<file path="src/rtl/rfsh_pkg.sv">
package rfsh_pkg;

  // Next owed count: add one on a tick, remove one on an accepted grant,
  // never above the cap. A tick at the cap with no grant is lost.
  function automatic int owed_step(input int owed, input bit tick,
                                   input bit take, input int cap);
    int nxt;
    nxt = owed;
    if (tick) nxt = nxt + 1;
    if (take) nxt = nxt - 1;
    if (nxt > cap) nxt = cap;
    if (nxt < 0) nxt = 0;
    return nxt;
  endfunction

  // Value loaded into a blocking window so that it reads non-zero for
  // len-1 cycles after the loading edge.
  function automatic int window_load(input int len);
    return (len > 1) ? len - 1 : 0;
  endfunction

  // Number of earlier idle edges that must have been seen before an
  // idle cycle counts as a full precharge period.
  function automatic int idle_history(input int trp);
    return (trp > 1) ? trp - 1 : 0;
  endfunction

  // Width that holds values 0..n.
  function automatic int width_for(input int n);
    return (n > 1) ? $clog2(n + 1) : 1;
  endfunction

endpackage

</file>
<file path="src/rtl/rfsh_interval_ticker.sv">
module rfsh_interval_ticker #(
  parameter int INTERVAL_CYC = 1040
) (
  input  logic clk,
  input  logic rst_n,
  output logic tick
);
  import rfsh_pkg::*;

  localparam int CW = width_for(INTERVAL_CYC);
  localparam logic [CW-1:0] LAST = CW'(INTERVAL_CYC - 1);

  logic [CW-1:0] cnt_q;

  assign tick = (cnt_q == LAST);

  always_ff @(posedge clk or negedge rst_n) begin
    if (!rst_n)    cnt_q <= '0;
    else if (tick) cnt_q <= '0;
    else           cnt_q <= cnt_q + 1'b1;
  end

  generate
    if (INTERVAL_CYC > 1) begin : g_spacing
      // ticks are never back to back
      assert_tick_spacing_R2: assert property (@(posedge clk) disable iff (!rst_n)
        tick |=> !tick);
    end
  endgenerate

endmodule

</file>
<file path="src/rtl/rfsh_owed_tracker.sv">
module rfsh_owed_tracker #(
  parameter int OWED_CAP = 8,
  parameter int OW       = 4
) (
  input  logic          clk,
  input  logic          rst_n,
  input  logic          tick,
  input  logic          take,
  output logic [OW-1:0] owed,
  output logic          owed_nz,
  output logic          owed_full
);
  import rfsh_pkg::*;

  localparam logic [OW-1:0] CAP_V = OW'(OWED_CAP);

  logic [OW-1:0] owed_q;
  logic [OW-1:0] owed_d;

  always_comb begin
    owed_d = OW'(owed_step(int'(owed_q), tick, take, OWED_CAP));
  end

  always_ff @(posedge clk or negedge rst_n) begin
    if (!rst_n) owed_q <= '0;
    else        owed_q <= owed_d;
  end

  assign owed      = owed_q;
  assign owed_nz   = (owed_q != '0);
  assign owed_full = (owed_q == CAP_V);

  // the debt never exceeds the cap
  assert_owed_cap_R4: assert property (@(posedge clk) disable iff (!rst_n)
    owed_q <= CAP_V);

  // the urgent condition persists until a refresh is taken
  assert_full_holds_R5: assert property (@(posedge clk) disable iff (!rst_n)
    (owed_full && !take) |=> owed_full);

  // an accepted grant without a tick pays one obligation
  assert_take_pays_R3: assert property (@(posedge clk) disable iff (!rst_n)
    (take && !tick) |=> (owed_q == $past(owed_q) - 1'b1));

  // tick and grant on one edge cancel
  assert_tick_take_R9: assert property (@(posedge clk) disable iff (!rst_n)
    (take && tick) |=> $stable(owed_q));

endmodule

</file>
<file path="src/rtl/rfsh_window_timer.sv">
module rfsh_window_timer #(
  parameter int LEN_CYC = 10
) (
  input  logic clk,
  input  logic rst_n,
  input  logic start,
  output logic busy
);
  import rfsh_pkg::*;

  localparam int TW = width_for(LEN_CYC);
  localparam logic [TW-1:0] LOADV = TW'(window_load(LEN_CYC));

  logic [TW-1:0] left_q;

  always_ff @(posedge clk or negedge rst_n) begin
    if (!rst_n)               left_q <= '0;
    else if (start)           left_q <= LOADV;
    else if (left_q != '0)    left_q <= left_q - 1'b1;
  end

  assign busy = (left_q != '0);

  generate
    if (LEN_CYC > 1) begin : g_win
      // a started window is visible on the next cycle
      assert_window_opens_R7: assert property (@(posedge clk) disable iff (!rst_n)
        start |=> busy);
      // the window only shrinks unless restarted
      assert_window_shrinks_R7: assert property (@(posedge clk) disable iff (!rst_n)
        (busy && !start) |=> (left_q == $past(left_q) - 1'b1));
    end
  endgenerate

endmodule

</file>
<file path="src/rtl/rfsh_idle_qual.sv">
module rfsh_idle_qual #(
  parameter int TRP_CYC = 3
) (
  input  logic clk,
  input  logic rst_n,
  input  logic idle,
  output logic ok
);
  import rfsh_pkg::*;

  localparam int NEED = idle_history(TRP_CYC);
  localparam int QW   = width_for(NEED);
  localparam logic [QW-1:0] NEED_V = QW'(NEED);

  logic [QW-1:0] seen_q;

  always_ff @(posedge clk or negedge rst_n) begin
    if (!rst_n)              seen_q <= '0;
    else if (!idle)          seen_q <= '0;
    else if (seen_q < NEED_V) seen_q <= seen_q + 1'b1;
  end

  assign ok = idle && (seen_q >= NEED_V);

  generate
    if (TRP_CYC > 1) begin : g_q
      // a busy cycle disqualifies the following cycle
      assert_idle_restart_R8: assert property (@(posedge clk) disable iff (!rst_n)
        !idle |=> !ok);
    end
  endgenerate

endmodule

</file>
<file path="src/rtl/rfsh_debt_sched.sv">
module rfsh_debt_sched #(
  parameter int INTERVAL_CYC = 1040,
  parameter int OWED_CAP     = 8,
  parameter int TRFC_CYC     = 10,
  parameter int TRP_CYC      = 3
) (
  input  logic clk,
  input  logic rst_n,
  input  logic banks_idle,
  input  logic ref_grant,
  output logic ref_req,
  output logic ref_urgent,
  output logic act_block
);
  import rfsh_pkg::*;

  localparam int OW = width_for(OWED_CAP);

  // named internal events
  logic          tick;
  logic          take;
  logic          owed_nz;
  logic          owed_full;
  logic          rfc_busy;
  logic          idle_ok;
  logic [OW-1:0] owed;

  rfsh_interval_ticker #(.INTERVAL_CYC(INTERVAL_CYC)) u_ticker (
    .clk  (clk),
    .rst_n(rst_n),
    .tick (tick)
  );

  rfsh_owed_tracker #(.OWED_CAP(OWED_CAP), .OW(OW)) u_owed (
    .clk      (clk),
    .rst_n    (rst_n),
    .tick     (tick),
    .take     (take),
    .owed     (owed),
    .owed_nz  (owed_nz),
    .owed_full(owed_full)
  );

  rfsh_window_timer #(.LEN_CYC(TRFC_CYC)) u_rfc (
    .clk  (clk),
    .rst_n(rst_n),
    .start(take),
    .busy (rfc_busy)
  );

  rfsh_idle_qual #(.TRP_CYC(TRP_CYC)) u_idle (
    .clk  (clk),
    .rst_n(rst_n),
    .idle (banks_idle),
    .ok   (idle_ok)
  );

  assign ref_req    = owed_nz && idle_ok && !rfc_busy;
  assign ref_urgent = owed_full;
  assign act_block  = rfc_busy;
  assign take       = ref_grant && ref_req;

  // never offer a refresh with a bank open
  assert_req_needs_idle_R8: assert property (@(posedge clk) disable iff (!rst_n)
    ref_req |-> banks_idle);

  // no offer inside the refresh-cycle window
  assert_block_masks_req_R7: assert property (@(posedge clk) disable iff (!rst_n)
    act_block |-> !ref_req);

  // the window only opens because a refresh was taken
  assert_block_cause_R7: assert property (@(posedge clk) disable iff (!rst_n)
    $rose(act_block) |-> $past(take));

  // a stray grant leaves the debt alone
  assert_stray_grant_R6: assert property (@(posedge clk) disable iff (!rst_n)
    (ref_grant && !ref_req && !tick) |=> $stable(owed));

  // urgency only appears on an interval tick
  assert_urgent_on_tick_R5: assert property (@(posedge clk) disable iff (!rst_n)
    $rose(ref_urgent) |-> $past(tick));

endmodule

</file>
<file path="config.mk">
export PLATFORM = sky130hd
export DESIGN_NAME = rfsh_debt_sched
export DESIGN_NICKNAME = d
export VERILOG_FILES = /design/src/rtl/rfsh_pkg.sv /design/src/rtl/rfsh_interval_ticker.sv /design/src/rtl/rfsh_owed_tracker.sv /design/src/rtl/rfsh_window_timer.sv /design/src/rtl/rfsh_idle_qual.sv /design/src/rtl/rfsh_debt_sched.sv
export SDC_FILE = /design/constraint.sdc
export NUM_CORES = 1
export LEC_CHECK = 0
export CORE_MARGIN = 3
export CORE_UTILIZATION = 46
export CTS_BUF_LIST = sky130_fd_sc_hd__clkbuf_8
export DETAILED_ROUTE_END_ITERATION = 7
export SLEW_MARGIN = 20
export SYNTH_ARGS = -nofsm -noshare
export SYNTH_HDL_FRONTEND = slang
export SYNTH_HIERARCHICAL = 1
export SYNTH_SLANG_ARGS = --single-unit
</file>
<file path="constraint.sdc">
create_clock -name clk -period 7.3 [get_ports clk]
set_clock_uncertainty 0.05 [all_clocks]
set_input_delay 1.825 -clock clk [delete_from_list [all_inputs] [get_ports clk]]
set_output_delay 1.825 -clock clk [all_outputs]
set_load 0.1 [all_outputs]
</file>
==> summary.txt, run 1 <==
Clock tree
  • Clock Tree Buf Depth: 2
  • Clk Tree Root Cell: clkbuf_8
  • CTS clk-pin slew, worst paths: 70 ps
  • H-tree levels: 1
  • TritonCTS clock tree: done
  • Post-CTS Hold Buffers: 0
  • Worst-Skew Late Latency: 260 ps
  • Sinks on the clock net: 21
  • Post_cts resized: 0
  • CTS buffer count: 3
  • Setup Buffers After CTS: 0

Pwr
  • Psw: 0.175 mW
  • P per Cell Area: 290 nW/um^2
  • Seq pwr share: 0.382
  • Maximum vdd drop: 0.316 mV
  • Sw Ratio: 0.413
  • Clock power share: 0.172
  • Combinational share of power: 0.446
  • P_leak: 0.651 nW
  • Cell Int Power: 0.249 mW

Synthesis
  • Largest family of logic cells by synthesized area: simple AND/OR/NAND/NOR gates
  • Adder-cell area share of the yosys netlist: 0.0555
  • Simple-Gate Fraction of Synth Area: 0.300
  • Yosys reg bits: 21
  • Top cells by instance count after synthesis: dfrtp_1, nor2_1, xor2_1, nand2_1
  • Asr flop ratio synth: 1.00
  • Synth Flop Type: dfrtp_1
  • Mapped Cells: 133
  • Synth top area share: 0.388
  • Post-synthesis mux area share: 0.0231
  • Synth Net Count: 143
  • Synth Area per Inst: 10.2 um^2
  • Synthesized area: 1350 um^2
  • XOR/XNOR Fraction of Synth Area: 0.0896
  • Synth area leaders: dfrtp_1, xor2_1, ha_1
  • Synth Area in Compound Gates: 0.101
  • Post-synthesis sequential area ratio: 0.388
  • Count leader, synth: dfrtp_1
  • Largest area contributor in the netlist: dfrtp_1
  • Yosys warnings: 6
  • EDFF count, synth: 0
  • Synth unique cells: 47

Routing
  • Routed len/inst: 14.7 um
  • Via-to-Cell Ratio: 5.85
  • DR iter-0 viols: 71
  • Via count: 994
  • Drt first pass iters: 4
  • Antenna-violating nets left: 0
  • DRC errors left: 0
  • Wirelength, routed: 2500 um

Placed design
  • Detailed placement HPWL: 1840 um
  • Number of buffers added on ports: 6
  • GPL Wtd Cong: 0.832
  • Placed inst area: 1420 um^2
  • Post-Place Cells: 166
  • Pre-CTS setup slack: 1650 ps

Critical path
  • Top Family by Delay on Critical Path: buffers and inverters
  • Worst EP arrival: 3770 ps
  • Crit path max fanout: 3
  • Worst path buffer plus inverter count: 2
  • Critical Path End Type: output pin
  • Slowest-stage cell, CP: clkdlybuf4s50_1
  • CP Launch Point: banks_idle
  • Worst Setup Path Type: in -> out
  • CP Cell Sequence: clkdlybuf4s50_1, and2_2, and3b_2, clkdlybuf4s50_1
  • Worst endpoint required time: 5430 ps
  • Critical path's largest stage delay: 1130 ps
  • CP startpoint kind: input port
  • Top cell by count, worst path: clkdlybuf4s50_1
  • Worst r2r src: u_ticker/cnt_q[5]$_DFF_PN0_

STA
  • Final setup margin: 1650 ps
  • Worst slew margin: 0.346
  • Max Slew Vio Count: 0
  • Slew @ Worst Pin: 978 ps
  • RSZ-0062 raised after global routing: false
  • Final hold vios: 0
  • Final setup viols: 0
  • Tcrit/Tclk final: 0.774
  • Hold WS: 425 ps
  • Final Critical Period: 5650 ps
  • Fmax: 177 MHz
  • Setup TNS: 0 ps

Final layout
  • Post-Layout Inst Area: 1460 um^2
  • Non-filler instance count after layout: 170
  • Fillers: 255
  • Layout area overhead: 8.04%
  • Nets@finish: 150
  • # diodes: 0
  • Layout cell share with drive strength beyond 1: 0.144

Global route
  • Largest net degree at the start of global routing: 22
  • Grt total ovfl: 0
  • GRT Util Overall: 0.158
  • Global-route wire length before repair: 4320 um
  • Vias in the first global route: 925
  • Initial antenna violation count: 0

Job
  • Number of max-cap violations: 0

Floorplanning
  • Initial Util: 0.487
  • Die Area: 3630 um^2
  • CORE AREA: 2780 um^2
  • Die Span Y: 60.3 um
  • Cell row count: 19
  • Die X: 60.3 um
  • Boundary Pins: 7

Worst hold path
  • Min-delay worst type: reg -> reg
  • Hold Startpoint: u_ticker/cnt_q[0]$_DFF_PN0_

Status
  • Status: completed
-- routing by layer --
metal,wire length [um],track usage,share of wire
met4,25,0.0475,0.010
met3,105,0.0281,0.042
met2,1150,0.244,0.46
met1,1220,0.224,0.49
met5,0,0,0
-- state kept, by name, indices dropped and copies added, names as in the netlist --
name            flops
u_rfc/left_q        4
u_ticker/cnt_q     11
u_idle/seen_q       2
u_owed/owed         4
-- through the flow --
stage | util | total power, mW
2_1_floorplan | - | 0.313
3_3_place_gp | 0.510 | 0.346
3_5_place_dp | 0.510 | 0.353
4_1_cts | 0.526 | 0.427
5_1_grt | 0.526 | 0.454
6_report | 0.526 | 0.424
-- path summary, 6_finish.rpt --
kind	cells after the start	endpoint	slack, ps
max	4	ref_req	1650
min	1	u_ticker/cnt_q[0]$_DFF_PN0_	430
max reg2reg	11	u_owed/owed[3]$_DFF_PN0_	3780
min reg2reg	1	u_ticker/cnt_q[0]$_DFF_PN0_	430
max in group asynchronous	1	u_owed/owed[1]$_DFF_PN0_	4600
min in group asynchronous	1	u_ticker/cnt_q[7]$_DFF_PN0_	2040
-- area by class of cell --
type	count	area (um^2)	share of cell area
multi-input cells	102	771	0.527
flip-flops and latches	21	526	0.359
repair buffers	6	60.1	0.0411
clock buffers	3	41.3	0.0282
well taps	31	38.8	0.0265
inverters	6	22.5	0.0154
clock inverters	1	3.75	0.00257
-- cell families (layout without fill, tap and decap cells) --
family,Yosys count,after routing
AO/OA/AOI/OAI,20,20
XOR/XNOR,13,13
adder cells (fa/ha/maj),6,6
buffers and inverters,10,16
flip-flops,21,21
multiplexers,3,3
AND/OR/NAND/NOR,60,60
-- power by group through the flow --
| stage | Clock, mW | Sequential, mW | Combinational [mW] |
|---|---|---|---|
| floorplan | 0 | 0.157 | 0.156 |
| global placement | 0 | 0.162 | 0.184 |
| detailed placement | 0 | 0.164 | 0.190 |
| CTS | 0.0750 | 0.162 | 0.191 |
| global route | 0.0801 | 0.166 | 0.207 |
| finish | 0.0730 | 0.162 | 0.189 |
-- layout by cell type, fill, tap and decap left out, drive strengths merged --
cell and n:
nand3 5, clkbuf 3, nand2b 4, and4b 1
nand3b 2, and3b 3, a311oi 2, nor4b 2
nand2 7, nor2 10, nor3b 1, a211oi 2
or3b 3, nor3 7, clkdlybuf4s50 6, nor2b 2
nand4 3, xnor2 3, a21oi 4, and3 1
inv 7, nor4 4, and2 2, dfrtp 21
o21ai 6, nand4b 1, a211o 1, mux2 1
xor2 10, o21a 2, ha 6, o211a 1
o31a 1, or4 2, o31ai 1, mux2i 2
Note: power is estimated with default switching activity, not from simulation.
==> inputs of run 2 (changes only) <==
==> constraint.sdc (replaced) <==
create_clock -name clk -period 5.2 [get_ports clk]
set_clock_uncertainty 0.05 [all_clocks]
set_input_delay 1.3 -clock clk [delete_from_list [all_inputs] [get_ports clk]]
set_output_delay 1.3 -clock clk [all_outputs]
set_load 0.1 [all_outputs]
==> summary.txt, run 2 (synthesis results as in run 1) <==
Critical path
  • Critical path's largest stage delay: 480 ps
  • Crit path max fanout: 3
  • CP Cell Sequence: clkdlybuf4s50_1, and2_2, and3b_2, buf_4
  • Critical Path End Type: output pin
  • Reg2Reg Depth: 11
  • Worst r2r src: u_ticker/cnt_q[5]$_DFF_PN0_
  • CP startpoint kind: input port
  • Worst EP arrival: 2390 ps
  • Worst R2R Setup Slack: 1730 ps
  • Worst endpoint required time: 3850 ps
  • R2R Path End: u_owed/owed[3]$_DFF_PN0_
  • Worst Setup Path Type: in -> out
  • Slowest-stage cell, CP: clkdlybuf4s50_1

Worst hold path
  • Hold Startpoint: u_ticker/cnt_q[0]$_DFF_PN0_
  • Worst Hold End: u_ticker/cnt_q[0]$_DFF_PN0_
  • Min-delay worst type: reg -> reg
  • Worst hold path stage count: 1

Routing
  • Routed len/inst: 14.3 um
  • DRC errors left: 0
  • Via count: 993
  • Wirelength, routed: 2440 um
  • Met1 WL: 1210 um
  • Highest metal used: met4
  • Met3 wire len: 120 um
  • Via-to-Cell Ratio: 5.84
  • Drt first pass iters: 4
  • DR WL met2: 1100 um
  • Antenna-violating nets left: 0
  • DR iter-0 viols: 30

Final layout
  • Post-Layout Inst Area: 1460 um^2
  • Layout cell share with drive strength beyond 1: 0.151
  • # diodes: 0
  • Max reg flops: 11
  • Layout area overhead: 7.86%
  • Highest-count cells in the layout ignoring fill and taps: dfrtp_1, xor2_1, nor2_1
  • Most common cell after layout, fill and taps aside: dfrtp_1
  • Nets@finish: 150
  • Largest Register: u_ticker/cnt_q

Clock tree
  • Post_cts resized: 0
  • CTS buffer count: 3
  • Setup Buffers After CTS: 0
  • Sinks on the clock net: 21
  • Clock Tree Buf Depth: 2
  • Clk Tree Root Cell: clkbuf_8
  • Post-CTS Hold Buffers: 0
  • H-tree levels: 1
  • TritonCTS clock tree: done
  • Worst-Skew Late Latency: 260 ps
  • CTS clk-pin slew, worst paths: 70 ps

Global route
  • Grt total ovfl: 0
  • Vias in the first global route: 942
  • GRT Util Overall: 0.153
  • Largest net degree at the start of global routing: 22
  • Initial antenna violation count: 0
  • Global-route wire length before repair: 4130 um

STA
  • Fmax: 268 MHz
  • Final setup viols: 0
  • RSZ-0062 raised after global routing: false
  • Hold WS: 414 ps
  • Final setup margin: 1460 ps
  • Slew @ Worst Pin: 960 ps
  • Worst slew margin: 0.358
  • Final Critical Period: 3740 ps
  • Tcrit/Tclk final: 0.719
  • Setup TNS: 0 ps
  • Max Slew Vio Count: 0
  • Final hold vios: 0

Job
  • Number of max-cap violations: 0

Pwr
  • P_leak: 0.653 nW
  • P per Cell Area: 411 nW/um^2
  • Maximum vdd drop: 0.481 mV

Floorplanning
  • Die Area: 3630 um^2
  • Die Span Y: 60.3 um
  • CORE AREA: 2780 um^2
  • Initial Util: 0.487
  • Boundary Pins: 7
  • Cell row count: 19
  • Die X: 60.3 um

Placed design
  • Placed inst area: 1420 um^2
  • Pre-CTS setup slack: 1400 ps
  • Number of buffers added on ports: 6
  • GPL Wtd Cong: 0.750
  • Detailed placement HPWL: 1760 um

Status
  • Status: completed
-- run 2: cell types whose count changed in the layout (fill, tap and decap cells not counted), sizes merged --
cell / delta
buf: +1
clkdlybuf4s50: -1
-- run 2: worst max-delay path: cells and delay by family --
family        cells  cell delay [ps]
simple gates      2              320
buf+inv           2              760
-- run 2: worst max path at each step --
stage / slack, ps / from / end
4_1_cts: 1450 / banks_idle / ref_req
2_1_floorplan: 1930 / banks_idle / ref_req
5_1_grt: 1380 / u_rfc/left_q[0]$_DFFE_PN0P_ / act_block
3_5_place_dp: 1400 / banks_idle / u_owed/owed[0]$_DFF_PN0_
6_report: 1460 / banks_idle / ref_req
3_3_place_gp: 1480 / banks_idle / ref_req
-- run 2: power breakdown --
group / switching [mW] / internal [mW] / total (mW) / leakage [nW]
Clock: 0.0518 / 0.0526 / 0.104 / 0.0269
Sequential: 0.0385 / 0.190 / 0.229 / 0.265
Combinational: 0.161 / 0.107 / 0.268 / 0.361
-- run 2: metrics by stage --
stage	total power [mW]	utilization	instances
finish	0.601	0.525	170
global route	0.641	0.525	170
CTS	0.604	0.525	170
detailed placement	0.497	0.509	166
global placement	0.489	0.509	166
floorplan	0.439	-	133
-- run 2: layer usage --
layer / GRT usage / vias to the layer above
met5: 0 / -
met3: 0.0454 / 2
met2: 0.241 / 22
li1: - / 491
met4: 0.0316 / 0
met1: 0.207 / 478
-- run 2: cell type report --
type | instances | area [um^2]
Fill cell | 255 | 1320
Multi-Input combinational cell | 102 | 771
Sequential cell | 21 | 526
Timing Repair Buffer | 6 | 57.6
Clock buffer | 3 | 41.3
Tap cell | 31 | 38.8
Inverter | 6 | 22.5
Clock inverter | 1 | 3.75
